===== config.mk =====
export PLATFORM = sky130hd
export DESIGN_NAME = ata_taskfile
export DESIGN_NICKNAME = d
export VERILOG_FILES = /design/src/rtl/ata_tf_pkg.sv /design/src/rtl/ata_tf_regfile.sv /design/src/rtl/ata_tf_ident.sv /design/src/rtl/ata_tf_ctrl.sv /design/src/rtl/ata_taskfile.sv
export SDC_FILE = /design/constraint.sdc
export NUM_CORES = 1
export LEC_CHECK = 0
export BUFFER_PORTS_ARGS = -buffer_cell sky130_fd_sc_hd__buf_4
export CORE_MARGIN = 2
export CORE_UTILIZATION = 60
export DETAILED_ROUTE_END_ITERATION = 7
export PLACE_DENSITY = 0.81
export SLEW_MARGIN = 10
export SYNTH_ARGS = -nofsm -noshare
export SYNTH_HDL_FRONTEND = slang
export SYNTH_SLANG_ARGS = --single-unit

===== constraint.sdc =====
create_clock -name clk -period 2.3 [get_ports clk]
set_input_delay 0.115 -clock clk [delete_from_list [all_inputs] [get_ports clk]]
set_output_delay 0.115 -clock clk [all_outputs]
set_load 0.01 [all_outputs]

===== src/rtl/ata_tf_pkg.sv =====
package ata_tf_pkg;

    typedef enum logic [1:0] {
        ST_IDLE = 2'd0,
        ST_BUSY = 2'd1,
        ST_PIO  = 2'd2,
        ST_DMA  = 2'd3
    } tf_state_e;

    localparam int HIST_REGS = 4;          // count, addr lo, addr mid, addr hi

    localparam logic [2:0] OFS_DATA    = 3'd0;
    localparam logic [2:0] OFS_ERR     = 3'd1;
    localparam logic [2:0] OFS_COUNT   = 3'd2;
    localparam logic [2:0] OFS_ADDR_HI = 3'd5;
    localparam logic [2:0] OFS_SELECT  = 3'd6;
    localparam logic [2:0] OFS_CMDSTAT = 3'd7;
    localparam logic [2:0] OFS_ALTSTAT = 3'd2;

    localparam logic [7:0] OP_IDENTIFY  = 8'hEC;
    localparam logic [7:0] OP_RD_DMA48  = 8'h25;

    localparam int SEL_DEV_BIT = 4;

endpackage


===== src/rtl/ata_tf_regfile.sv =====
module ata_tf_regfile
    import ata_tf_pkg::*;
(
    input  logic                      clk,
    input  logic                      rst_n,
    input  logic                      wr_en,
    input  logic [2:0]                addr,
    input  logic [7:0]                wdata,
    output logic [HIST_REGS-1:0][7:0] last_bytes,
    output logic [7:0]                sel_byte,
    output logic [47:0]               lba_value,
    output logic [16:0]               sect_value
);

    typedef struct packed {
        logic [HIST_REGS-1:0][7:0] last;
        logic [HIST_REGS-1:0][7:0] prev;
        logic [7:0]                sel;
    } rf_t;

    rf_t rf_d, rf_q;
    logic [HIST_REGS-1:0] hit;

    for (genvar g = 0; g < HIST_REGS; g++) begin : g_hit
        assign hit[g] = wr_en && (addr == 3'(int'(OFS_COUNT) + g));
    end

    always_comb begin
        rf_d = rf_q;
        for (int i = 0; i < HIST_REGS; i++) begin
            if (hit[i]) begin
                rf_d.prev[i] = rf_q.last[i];
                rf_d.last[i] = wdata;
            end
        end
        if (wr_en && addr == OFS_SELECT) begin
            rf_d.sel = wdata;
        end
    end

    always_ff @(posedge clk) begin
        if (!rst_n) begin
            rf_q <= '0;
        end else begin
            rf_q <= rf_d;
        end
    end

    assign last_bytes = rf_q.last;
    assign sel_byte   = rf_q.sel;
    assign lba_value  = {rf_q.prev[3], rf_q.prev[2], rf_q.prev[1],
                         rf_q.last[3], rf_q.last[2], rf_q.last[1]};
    assign sect_value = ({rf_q.prev[0], rf_q.last[0]} == 16'd0) ? 17'h10000
                      : {1'b0, rf_q.prev[0], rf_q.last[0]};

endmodule


===== src/rtl/ata_tf_ident.sv =====
module ata_tf_ident #(
    parameter int IDX_W = 8
) (
    input  logic [IDX_W-1:0] idx,
    output logic [15:0]      word
);

    localparam logic [15:0] WORD_DMA_CAP   = 16'h0100;
    localparam logic [15:0] WORD_LBA48_CAP = 16'h0400;

    logic [15:0] idx16;

    always_comb begin
        idx16 = 16'(idx);
        if (idx16 == 16'd49) begin
            word = WORD_DMA_CAP;
        end else if (idx16 == 16'd83) begin
            word = WORD_LBA48_CAP;
        end else begin
            word = {idx16[7:0], ~idx16[7:0]};
        end
    end

endmodule


===== src/rtl/ata_tf_ctrl.sv =====
module ata_tf_ctrl
    import ata_tf_pkg::*;
#(
    parameter  int BUSY_CYCLES      = 4,
    parameter  int IDENTIFY_WORDS   = 256,
    parameter  int WORDS_PER_SECTOR = 256,
    localparam int MAXW   = (IDENTIFY_WORDS > WORDS_PER_SECTOR) ? IDENTIFY_WORDS : WORDS_PER_SECTOR,
    localparam int WIDX_W = (MAXW > 2) ? $clog2(MAXW) : 1,
    localparam int CNT_W  = $clog2(BUSY_CYCLES + 1)
) (
    input  logic              clk,
    input  logic              rst_n,
    input  logic              cmd_wr,
    input  logic [7:0]        cmd_code,
    input  logic              data_rd,
    input  logic              stat_rd,
    input  logic              dma_ack,
    input  logic [47:0]       start_lba,
    input  logic [16:0]       sectors,
    output logic              bsy,
    output logic              drq,
    output logic              err,
    output logic              irq,
    output logic              dma_req,
    output logic [47:0]       lba,
    output logic [WIDX_W-1:0] word_idx
);

    typedef struct packed {
        tf_state_e         st;
        logic              job_dma;
        logic [CNT_W-1:0]  cnt;
        logic [WIDX_W-1:0] widx;
        logic [16:0]       left;
        logic              err;
        logic              irq;
        logic [47:0]       lba;
    } ctl_t;

    ctl_t c_d, c_q;

    always_comb begin
        c_d = c_q;
        if (stat_rd) begin
            c_d.irq = 1'b0;
        end
        unique case (c_q.st)
            ST_IDLE: begin
                if (cmd_wr) begin
                    if (cmd_code == OP_IDENTIFY || cmd_code == OP_RD_DMA48) begin
                        c_d.st      = ST_BUSY;
                        c_d.job_dma = (cmd_code == OP_RD_DMA48);
                        c_d.cnt     = CNT_W'(BUSY_CYCLES - 1);
                        c_d.err     = 1'b0;
                        if (cmd_code == OP_RD_DMA48) begin
                            c_d.lba  = start_lba;
                            c_d.left = sectors;
                        end
                    end else begin
                        c_d.err = 1'b1;
                        c_d.irq = 1'b1;
                    end
                end
            end
            ST_BUSY: begin
                if (c_q.cnt == '0) begin
                    c_d.widx = '0;
                    if (c_q.job_dma) begin
                        c_d.st = ST_DMA;
                    end else begin
                        c_d.st  = ST_PIO;
                        c_d.irq = 1'b1;
                    end
                end else begin
                    c_d.cnt = c_q.cnt - 1'b1;
                end
            end
            ST_PIO: begin
                if (data_rd) begin
                    if (c_q.widx == WIDX_W'(IDENTIFY_WORDS - 1)) begin
                        c_d.st = ST_IDLE;
                    end else begin
                        c_d.widx = c_q.widx + 1'b1;
                    end
                end
            end
            ST_DMA: begin
                if (dma_ack) begin
                    if (c_q.widx == WIDX_W'(WORDS_PER_SECTOR - 1)) begin
                        c_d.widx = '0;
                        c_d.lba  = c_q.lba + 48'd1;
                        c_d.left = c_q.left - 17'd1;
                        if (c_q.left == 17'd1) begin
                            c_d.st  = ST_IDLE;
                            c_d.irq = 1'b1;
                        end
                    end else begin
                        c_d.widx = c_q.widx + 1'b1;
                    end
                end
            end
            default: c_d.st = ST_IDLE;
        endcase
    end

    always_ff @(posedge clk) begin
        if (!rst_n) begin
            c_q <= '0;
        end else begin
            c_q <= c_d;
        end
    end

    assign bsy      = (c_q.st == ST_BUSY) || (c_q.st == ST_DMA);
    assign drq      = (c_q.st == ST_PIO);
    assign dma_req  = (c_q.st == ST_DMA);
    assign err      = c_q.err;
    assign irq      = c_q.irq;
    assign lba      = c_q.lba;
    assign word_idx = c_q.widx;

endmodule


===== src/rtl/ata_taskfile.sv =====
module ata_taskfile
    import ata_tf_pkg::*;
#(
    parameter int BUSY_CYCLES      = 4,
    parameter int IDENTIFY_WORDS   = 256,
    parameter int WORDS_PER_SECTOR = 256,
    parameter bit SLAVE_PRESENT    = 1'b0
) (
    input  logic        clk,
    input  logic        rst_n,
    input  logic        cmd_cs,
    input  logic        ctl_cs,
    input  logic [2:0]  reg_addr,
    input  logic        reg_wr,
    input  logic        reg_rd,
    input  logic [15:0] reg_wdata,
    output logic [15:0] reg_rdata,
    output logic        intrq,
    output logic        dma_req,
    input  logic        dma_ack,
    output logic [47:0] cur_lba
);

    localparam int MAXW   = (IDENTIFY_WORDS > WORDS_PER_SECTOR) ? IDENTIFY_WORDS : WORDS_PER_SECTOR;
    localparam int WIDX_W = (MAXW > 2) ? $clog2(MAXW) : 1;

    logic [HIST_REGS-1:0][7:0] last_bytes;
    logic [7:0]                sel_byte;
    logic [47:0]               lba_value;
    logic [16:0]               sect_value;
    logic                      sel_present;
    logic                      cmd_wr, data_rd, stat_rd;
    logic                      bsy, drq, err;
    logic [WIDX_W-1:0]         word_idx;
    logic [15:0]               ident_word;
    logic [7:0]                status_byte;
    logic [1:0]                hist_idx;

    assign sel_present = SLAVE_PRESENT || !sel_byte[SEL_DEV_BIT];
    assign cmd_wr  = cmd_cs && reg_wr && (reg_addr == OFS_CMDSTAT) && sel_present;
    assign data_rd = cmd_cs && reg_rd && (reg_addr == OFS_DATA) && sel_present;
    assign stat_rd = cmd_cs && reg_rd && (reg_addr == OFS_CMDSTAT) && sel_present;

    ata_tf_regfile u_regs (
        .clk        (clk),
        .rst_n      (rst_n),
        .wr_en      (cmd_cs && reg_wr),
        .addr       (reg_addr),
        .wdata      (reg_wdata[7:0]),
        .last_bytes (last_bytes),
        .sel_byte   (sel_byte),
        .lba_value  (lba_value),
        .sect_value (sect_value)
    );

    ata_tf_ctrl #(
        .BUSY_CYCLES      (BUSY_CYCLES),
        .IDENTIFY_WORDS   (IDENTIFY_WORDS),
        .WORDS_PER_SECTOR (WORDS_PER_SECTOR)
    ) u_ctrl (
        .clk       (clk),
        .rst_n     (rst_n),
        .cmd_wr    (cmd_wr),
        .cmd_code  (reg_wdata[7:0]),
        .data_rd   (data_rd),
        .stat_rd   (stat_rd),
        .dma_ack   (dma_ack),
        .start_lba (lba_value),
        .sectors   (sect_value),
        .bsy       (bsy),
        .drq       (drq),
        .err       (err),
        .irq       (intrq),
        .dma_req   (dma_req),
        .lba       (cur_lba),
        .word_idx  (word_idx)
    );

    ata_tf_ident #(.IDX_W(WIDX_W)) u_ident (
        .idx  (word_idx),
        .word (ident_word)
    );

    assign status_byte = sel_present ? {bsy, ~bsy, 2'b00, drq, 2'b00, err} : 8'h00;
    assign hist_idx    = 2'(reg_addr - OFS_COUNT);

    always_comb begin
        reg_rdata = '0;
        if (cmd_cs && reg_rd) begin
            unique case (reg_addr)
                OFS_DATA:    reg_rdata = (drq && sel_present) ? ident_word : 16'h0000;
                OFS_ERR:     reg_rdata = {13'd0, err, 2'b00};
                OFS_SELECT:  reg_rdata = {8'd0, sel_byte};
                OFS_CMDSTAT: reg_rdata = {8'd0, status_byte};
                default:     reg_rdata = {8'd0, last_bytes[hist_idx]};
            endcase
        end else if (ctl_cs && reg_rd && reg_addr == OFS_ALTSTAT) begin
            reg_rdata = {8'd0, status_byte};
        end
    end

endmodule


==> results of run 1 <==
kinds of logic after synthesis:
group           share of synthesized area [%]
flops                                   34.96
fa+ha+maj                              0.9995
xor+xnor                               0.5997
simple gates                            24.73
compound gates                          21.66
buf+inv                                 8.796
mux                                     8.254
worst min path at each step:
stage          slack (ns)                     to         start
3_3_place_gp         0.42  u_regs.last_bytes[29]  reg_wdata[5]
2_1_floorplan        0.25  u_regs.last_bytes[25]  reg_wdata[1]
6_report             0.04  u_regs.last_bytes[14]  reg_wdata[6]
3_5_place_dp         0.42  u_regs.last_bytes[29]  reg_wdata[5]
5_1_grt              0.03  u_regs.last_bytes[22]  reg_wdata[6]
4_1_cts             0.003     u_regs.sel_byte[6]  reg_wdata[6]
final cells by class:
type	instances	area [um^2]
Clock buffer	19	432.9
Clock inverter	12	175.2
Fill cell	1108	4003
Inverter	23	87.58
Multi-Input combinational cell	794	5055
Sequential cell	153	3073
Tap cell	184	230.2
Timing Repair Buffer	161	1368
timing repair:
| item | 4_1_cts | 5_1_grt |
|---|---|---|
| setup endpoints to repair | 13 | 26 |
| gates resized for setup | 12 | 18 |
| pin swaps | 0 | 7 |
| hold buffers | 9 | 0 |
| buffers inserted | 1 | 6 |
| endpoints found under the hold margin | 18 | 0 |
layer usage:
metal / vias up / GRT usage [%] / share of wire [%]
met5: - / 0 / 0
met4: 0 / 14.44 / 3.9
met3: 113 / 7.088 / 10
met2: 570 / 52.33 / 45
met1: 4240 / 45.62 / 40
li1: 4109 / - / -
tightest hold or removal path: cells and delay by family:
kind | cells | cell delay [ns]
AND/OR/NAND/NOR | 1 | 0.09
buffers and inverters | 1 | 0.14
multiplexers | 1 | 0.08
placed cells by master, fill, tap and decap left out, types with 6 or more instances in the layout:
cell type and instances:
o21ai_0 39, dlygate4sd3_1 9, inv_1 22, a22oi_1 7, dfxtp_1 149, and3_1 20
a221oi_1 9, nor3_2 9, mux2i_1 61, a22o_1 9, buf_12 10, and2_1 7
a31oi_1 15, buf_4 139, nor4_1 17, or3_1 9, nand3_1 41, nand2b_1 6
a41oi_1 6, nand4_1 29, o21a_1 7, a21oi_1 108, a211oi_1 7, o211ai_1 7
clkbuf_16 17, nor2_1 112, nor3_1 31, nand2_1 98, o31ai_1 7
power groups by stage:
stage | Sequential (W) | Clock (W) | Combinational, W
after CTS | 0.00268 | 0.00295 | 0.000272
after floorplan | 0.00273 | 0 | 0.000150
final | 0.00267 | 0.00293 | 0.000282
after detailed placement | 0.00273 | 0 | 0.000253
after global placement | 0.00273 | 0 | 0.000251
after global routing | 0.00267 | 0.00307 | 0.000297
flip-flops by register name (all words and copies together), names as in the netlist:
register / count
u_ctrl.irq: 1
u_ctrl.c_q: 23
u_regs.lba_value: 24
u_regs.rf_q: 8
u_ctrl.err: 1
u_ctrl.word_idx: 8
u_regs.sel_byte: 8
u_ctrl.lba: 48
u_regs.last_bytes: 32
metrics by stage:
| step | utilization [%] | std cells |
|---|---|---|
| floorplan | - | 1091 |
| global placement | 66.20 | 1299 |
| detailed placement | 66.20 | 1299 |
| CTS | 71.38 | 1340 |
| global route | 72.25 | 1346 |
| finish | 72.25 | 1346 |
==> run_results.csv, run 1 <==
group,metric,value,unit
timing,maxSlewHeadroom,55.42,%
critical_path,r2r_setup_slack,0.10,ns
final_layout,fin_nets,1183,
detailed_routing,routed_wl,27120,um
clocking,clock_latency,0.43,ns
final_layout,design_area,0.01042,mm^2
critical_path,r2r_end,"u_ctrl.c_q[50]",
outcome,violations,"setup timing",
floorplan,fp.dieH,124.8,um
clocking,root_buffer,"clkbuf_16",
grt,grt_pass1_wl,42640,um
timing,post-route-min-period,2.331,ns
synthesis,synth_commonest_cells,"dfxtp_1 (153), nor2_1 (113), a21oi_1 (109), nand2_1 (99), mux2i_1 (61)",
pwr,p_per_area,564.8,mW/mm^2
timing,hold_ws,0.03551,ns
synthesis,syn_area,0.008762,mm^2
critical_path,required,2.18,ns
detailed_routing,drc,0,
floorplan,initial_utilization,60.75,%
floorplan,dieArea,0.01559,mm^2
critical_path,critical_path_peak_fanout,7,
pwr,combPwrFrac,4.8,%
synthesis,ys.flop_type,"dfxtp_1",
synthesis,yosysMostFrequentCell,"dfxtp_1",
detailed_routing,first_iter_violations,1202,
grt,grt_pass1_vias,8139,
pwr,p_sw,0.001316,W
pwr,p_int,0.004569,W
synthesis,synthTopCellsByArea,"dfxtp_1 (35%), mux2i_1 (7.0%), a21oi_1 (6.2%), nor2_1 (4.8%), buf_4 (4.3%)",
place,placed_cell_area,0.009548,mm^2
timing,rsz0062_at_grt,"true",
pwr,swShare,22.37,%
timing,finalSetupViolCount,2,
grt,antenna_found_initial,0,
grt,track_usage,33.72,%
timing,layout_worst_path_cycle_share,101.3,%
critical_path,cp.depth,6,
critical_path,crit_buf_inv,1,
detailed_routing,drtAntennaViolNets,0,
synthesis,synth_edf_count,0,
floorplan,io_pins,92,
critical_path,arrival,2.22,ns
floorplan,row_count,44,
pwr,peakVddDrop,0.5117,mV
pwr,pwr-share-seq,45.4,%
synthesis,synthCells,1091,
grt,grt_max_degree,45,
clocking,cts_tree,"yes",
detailed_routing,vias,9032,
critical_path,critPathLaunchType,"flop",
timing,worst_pin_slew,0.6662,ns
critical_path,path_delay_family,"compound AO/OA/AOI/OAI gates",
critical_path,cpPeakStageDelay,0.57,ns
place,place.gp.congestion,0.9415,
detailed_routing,avgViaCountPerCell,6.710,
synthesis,syn_nets,1124,
min_path,hold_class,"input port to flop",
clocking,htreeDepth,4,
critical_path,crit_path_end_kind,"primary output",
synthesis,syn_avg_cell_area,8.031,um^2
timing,fmax,0.4291,GHz
synthesis,synth_top_area_share,34.96,%
place,place_ws,0.02579,ns
synthesis,async_flop_share,0,%
pwr,power.total,0.005886,W
synthesis,synthDistinctLibCells,78,
critical_path,crit_start,"u_ctrl.word_idx[2]",
final_layout,diodes,0,
flow_run,cap_violations,0,
synthesis,synth-seq-area-share,34.96,%
pwr,leakage,3.935,nW
timing,finClkSkew,0.006026,ns
clocking,clock_path_buffers,2,
clocking,clk_pin_slew,0.06,ns
outcome,status,"finished, violations left",
timing,setup_ws,-0.03055,ns
synthesis,synth-seq-cells,153,
min_path,holdPathStages,3,
critical_path,ff2ff_path_depth,7,
clocking,cts_inserted_buffers,17,
critical_path,critPathKind,"flop to primary output",
grt,grt.overflow.total,0,
synthesis,ys_warn_count,0,
place,dp.final_hpwl,18130,um
timing,fin_tns_setup,-0.05370,ns
final_layout,drive_above_1_share,20.48,%
floorplan,die_w,124.8,um
critical_path,cp_cell_sequence,"or4b_4 > a21oi_2 > o21ai_0 > a21bo_2 > a22o_1 > buf_4",
synthesis,synth_top_area_cell,"dfxtp_1",
timing,slew_violations,0,
timing,finalHoldViolCount,0,
detailed_routing,dr.pass1.iters,6,
pwr,clkPwrFrac,49.8,%
critical_path,critical_path.endpoint,"reg_rdata[3]",
critical_path,r2r-start,"u_regs.sel_byte[4]",
floorplan,core,0.01442,mm^2
clocking,clock_sinks,153,
critical_path,critical_path.slowest_cell,"or4b_4",
final_layout,areaGrowthSynthToFinish,18.93,%
detailed_routing,detail_route.wl_per_cell,20.15,um
place,port_buffers,83,
Power figures use the tool's default switching activity.
==> run 2, diff against run 1 <==
Settings changed: HOLD_SLACK_MARGIN set to 0.1.
==> run 2 against run 1 <==
Effect of this change:
- the flow still finishes with violations (setup timing)
- clock-buffer cell count stayed put
- die area stayed put
- register-to-register slack hardly changed
- worst hold slack better by 0.070 ns
- critical path depth stayed put
- worst setup slack worse by 0.015 ns
- first-iteration DRC count is 4.9% lower
- sequential power hardly changed
- critical endpoint unchanged
==> run_results.csv, run 2 (synthesis gave the netlist of run 1 again) <==
group,metric,value,unit
timing,finClkSkew,0.006431,ns
place,dp.final_hpwl,18130,um
final_layout,largest_reg_flops,48,
timing,rsz0062_at_grt,"true",
clocking,root_buffer,"clkbuf_16",
critical_path,required,2.18,ns
pwr,combPwrFrac,4.7,%
detailed_routing,vias,9057,
place,place_ws,0.02579,ns
detailed_routing,avgViaCountPerCell,6.734,
detailed_routing,detail_route.wl_per_cell,20.25,um
floorplan,die_w,124.8,um
critical_path,arrival,2.23,ns
pwr,p_int,0.004567,W
outcome,violations,"setup timing",
detailed_routing,drtAntennaViolNets,0,
outcome,status,"finished, violations left",
detailed_routing,drc,0,
final_layout,fin_nets,1182,
pwr,p_per_area,566.6,mW/mm^2
grt,grt_pass1_wl,42750,um
floorplan,io_pins,92,
critical_path,cpPeakStageDelay,0.57,ns
place,port_buffers,83,
pwr,peakVddDrop,0.5216,mV
timing,maxSlewHeadroom,54.92,%
clocking,cts_tree,"yes",
final_layout,drive_above_1_share,20.50,%
critical_path,critical_path_peak_fanout,7,
timing,post-route-min-period,2.346,ns
flow_run,cap_violations,0,
critical_path,cp_cell_sequence,"or4b_4 > a21oi_2 > o21ai_0 > a21bo_2 > a22o_1 > buf_4",
min_path,hold_class,"input port to flop",
final_layout,areaGrowthSynthToFinish,18.82,%
clocking,clock_path_buffers,2,
timing,hold_ws,0.1055,ns
floorplan,row_count,44,
detailed_routing,routed_wl,27230,um
floorplan,core,0.01442,mm^2
final_layout,diodes,0,
pwr,swShare,22.58,%
timing,fmax,0.4263,GHz
timing,layout_worst_path_cycle_share,102.0,%
critical_path,crit_path_end_kind,"primary output",
pwr,p_sw,0.001332,W
place,place.gp.congestion,0.9415,
detailed_routing,dr.pass1.iters,7,
final_layout,design_area,0.01041,mm^2
grt,grt_max_degree,45,
clocking,clk_pin_slew,0.06,ns
detailed_routing,first_iter_violations,1143,
grt,grt_pass1_vias,8144,
timing,setup_ws,-0.04573,ns
clocking,cts_inserted_buffers,17,
place,placed_cell_area,0.009548,mm^2
timing,finalHoldViolCount,0,
pwr,clkPwrFrac,49.9,%
grt,antenna_found_initial,0,
timing,worst_pin_slew,0.6737,ns
final_layout,nFillCells,1111,
pwr,leakage,3.931,nW
pwr,pwr-share-seq,45.3,%
clocking,clock_latency,0.44,ns
critical_path,critPathLaunchType,"flop",
floorplan,fp.dieH,124.8,um
clocking,htreeDepth,4,
critical_path,critical_path.slowest_cell,"or4b_4",
critical_path,critPathKind,"flop to primary output",
clocking,clock_sinks,153,
final_layout,mostFrequentLayoutCell,"dfxtp_1",
timing,slew_violations,0,
floorplan,initial_utilization,60.75,%
floorplan,dieArea,0.01559,mm^2
pwr,power.total,0.005899,W
grt,track_usage,33.84,%
timing,finalSetupViolCount,2,
grt,grt.overflow.total,0,
final_layout,final_cell_mix,"dfxtp_1 (149), buf_4 (139), nor2_1 (112), a21oi_1 (108), nand2_1 (98)",
[run 2: cell types whose count changed in the layout (fill, tap and decap cells not counted), sizes merged]
cell,delta
dlygate4sd3,-1
[run 2: path summary, 6_finish.rpt]
| check | end | depth (start not counted) | from | slack, ns |
|---|---|---|---|---|
| max | reg_rdata[3] | 6 | u_ctrl.word_idx[2] | -0.05 |
| min | u_ctrl.word_idx[1] | 2 | rst_n | 0.11 |
| max reg2reg | u_ctrl.c_q[50] | 7 | u_regs.sel_byte[4] | 0.09 |
| min reg2reg | u_ctrl.c_q[60] | 2 | u_ctrl.c_q[60] | 0.48 |
[run 2: critical path, delay by kind of cell (launching register included)]
family | cells | cell delay, ns
and+or+nand+nor | 1 | 0.57
DFF | 1 | 0.37
buffers and inverters | 1 | 0.14
AOI/OAI and AO/OA | 4 | 0.72
[run 2: repair_timing]
item                                   in CTS  in global routing
pin swaps                                   0                  7
gates cloned                                0                  0
endpoints found under the hold margin      40                  0
gates resized for setup                    12                 18
hold buffers                                8                  0
setup endpoints to repair                  13                 26
setup buffers                               1                  6
[run 2: power groups by stage]
stage / Combinational, W / Clock (W) / Sequential, W
after global placement: 0.000251 / 0 / 0.00273
after CTS: 0.000270 / 0.00295 / 0.00268
after detailed placement: 0.000253 / 0 / 0.00273
after floorplan: 0.000150 / 0 / 0.00273
after global routing: 0.000295 / 0.00307 / 0.00267
final: 0.000280 / 0.00294 / 0.00267
[run 2: area by class of cell]
class,count,area [um^2],area share [%]
multi-input combinational,794,5055,48.55
inverter,23,87.58,0.8412
timing repair buffer,160,1358,13.04
clock buffer,19,432.9,4.158
sequential,153,3073,29.52
tap,184,230.2,2.211
clock inverter,12,175.2,1.682
[run 2: metrics by stage]
step	cells	util (%)	setup TNS [ns]
2_1_floorplan	1091	-	0
3_3_place_gp	1299	66.20	0
3_5_place_dp	1299	66.20	0
4_1_cts	1339	71.31	-0.007569
5_1_grt	1345	72.18	-0.3035
6_report	1345	72.18	-0.07784
[run 2: routing by layer]
metal  global-route usage (%)  vias up  part of all wire (%)
met3                    7.088      110                    10
met5                        0        -                     0
met1                    45.79     4251                    41
met2                    53.13      593                    45
met4                    13.27        0                   3.6
li1                         -     4103                     -
==> run 3, diff against run 2 <==
Settings changed: CORE_MARGIN 2 to 4.
==> run 3 against run 2 <==
Effect of this change:
- the run still ends with setup timing left
- wire length up 3.4%
- final cell count up 0.59%
- clock power down 6.8%
==> run_results.csv, run 3 (synthesis gave the netlist of run 1 again) <==
group,metric,value,unit
final_layout,mostFrequentLayoutCell,"buf_4",
pwr,peakVddDrop,0.4959,mV
final_layout,diodes,0,
final_layout,areaGrowthSynthToFinish,18.69,%
floorplan,row_count,43,
final_layout,nFillCells,1058,
critical_path,required,2.18,ns
critical_path,arrival,2.20,ns
place,place.gp.congestion,0.9423,
floorplan,core,0.01410,mm^2
timing,finalSetupViolCount,1,
floorplan,initial_utilization,62.16,%
grt,grt_max_degree,67,
pwr,clkPwrFrac,48.1,%
grt,grt_pass1_wl,44230,um
timing,layout_worst_path_cycle_share,100.7,%
timing,maxSlewHeadroom,53.44,%
clocking,cts_inserted_buffers,17,
clocking,clk_pin_slew,0.06,ns
min_path,holdPathStages,3,
grt,grt.overflow.total,0,
pwr,p_sw,0.001321,W
grt,antenna_found_initial,0,
grt,grt_pass1_vias,8193,
place,dp.final_hpwl,19080,um
final_layout,largest_reg_flops,48,
min_path,hold_class,"input port to flop",
floorplan,dieArea,0.01660,mm^2
outcome,status,"finished, violations left",
place,port_buffers,83,
final_layout,fin_nets,1195,
pwr,pwr-share-seq,46.9,%
critical_path,r2r_setup_slack,0.12,ns
floorplan,io_pins,92,
min_path,hold_end,"u_ctrl.c_q[80]",
critical_path,critPathKind,"flop to primary output",
detailed_routing,dr.pass1.iters,8,
timing,fmax,0.4319,GHz
detailed_routing,avgViaCountPerCell,6.722,
critical_path,crit_path_end_kind,"primary output",
timing,slew_violations,0,
clocking,clock_latency,0.44,ns
min_path,hold_start,"rst_n",
critical_path,ff2ff_path_depth,5,
detailed_routing,drc,0,
timing,finalHoldViolCount,0,
detailed_routing,routed_wl,28150,um
pwr,p_int,0.004374,W
detailed_routing,first_iter_violations,1425,
clocking,htreeDepth,4,
clocking,cts_tree,"yes",
detailed_routing,detail_route.wl_per_cell,20.81,um
critical_path,crit_start,"u_ctrl.word_idx[0]",
pwr,combPwrFrac,5.0,%
floorplan,die_w,128.8,um
clocking,clock_sinks,153,
timing,post-route-min-period,2.315,ns
flow_run,cap_violations,0,
final_layout,final_cell_mix,"buf_4 (156), dfxtp_1 (147), nor2_1 (113), a21oi_1 (108), nand2_1 (99)",
clocking,root_buffer,"clkbuf_16",
grt,track_usage,33.58,%
clocking,clock_path_buffers,2,
detailed_routing,drtAntennaViolNets,0,
pwr,leakage,3.949,nW
timing,setup_ws,-0.01541,ns
floorplan,fp.dieH,128.8,um
outcome,violations,"setup timing",
pwr,swShare,23.19,%
critical_path,r2r-start,"u_ctrl.c_q[58]",
detailed_routing,vias,9095,
critical_path,r2r_end,"u_ctrl.c_q[79]",
critical_path,critical_path_peak_fanout,3,
timing,finClkSkew,0.01513,ns
timing,worst_pin_slew,0.6958,ns
final_layout,utilization,73.78,%
timing,rsz0062_at_grt,"true",
final_layout,drive_above_1_share,20.97,%
pwr,p_per_area,547.5,mW/mm^2
critical_path,critPathLaunchType,"flop",
timing,hold_ws,0.1853,ns
## run 3: final cells by class
type	count	area [um^2]	area share, %
Multi-Input combinational cell	794	5032	48.39
Sequential cell	153	3078	29.60
Timing Repair Buffer	173	1413	13.58
Clock buffer	19	442.9	4.259
Tap cell	180	225.2	2.166
Clock inverter	11	121.4	1.167
Inverter	23	87.58	0.8422
## run 3: metal layers
metal  vias up  share of wire, %  track usage, %  wire length, um
met2       600                45           51.55            12750
met1      4283                41           46.10            11490
met5         -                 0               0                0
met3        89                11           8.261             3054
li1       4123                 -               -                -
met4         0               3.1           12.04              863
## run 3: repair_timing
item	in CTS	in global routing
buffers inserted	2	9
endpoints found under the setup margin	12	32
hold buffers	9	0
pin swaps	3	5
resized for setup	13	12
hold endpoints to repair	37	0
## run 3: worst max-delay path by stage
stage / end / slack, ns / depth (start not counted)
finish: reg_rdata[0] / -0.02 / 9
detailed placement: u_ctrl.lba[27] / 0.08 / 7
global route: reg_rdata[0] / -0.08 / 9
floorplan: u_ctrl.lba[20] / 0.25 / 8
global placement: u_ctrl.lba[5] / 0.14 / 7
CTS: reg_rdata[0] / -0.006 / 9
## run 3: critical path, stage by stage (launching register included)
cell and delay, ns:
dfxtp_4 0.35, buf_6 0.12, ha_4 0.14, nand3b_1 0.10
a21oi_2 0.08, buf_4 0.14, or2_4 0.23, o22a_1 0.21
o32ai_2 0.23, buf_4 0.17
## run 3: power by group through the flow
stage               clock [W]  sequential, W  combinational, W
floorplan                   0        0.00273          0.000150
global placement            0        0.00273          0.000256
detailed placement          0        0.00273          0.000257
CTS                   0.00274        0.00267          0.000274
global route          0.00287        0.00267          0.000301
finish                0.00274        0.00267          0.000284
## run 3: per-stage QoR
stage               instances  area (um^2)  total power (W)  setup TNS, ns  setup slack, ns
CTS                      1344        10270         0.005690      -0.006179        -0.006179
global route             1353        10400         0.005838        -0.2358         -0.07567
finish                   1353        10400         0.005694       -0.01541         -0.01541
global placement         1304         9573         0.002988              0           0.1387
floorplan                1091         8762         0.002876              0           0.2532
detailed placement       1304         9573         0.002990              0          0.07725
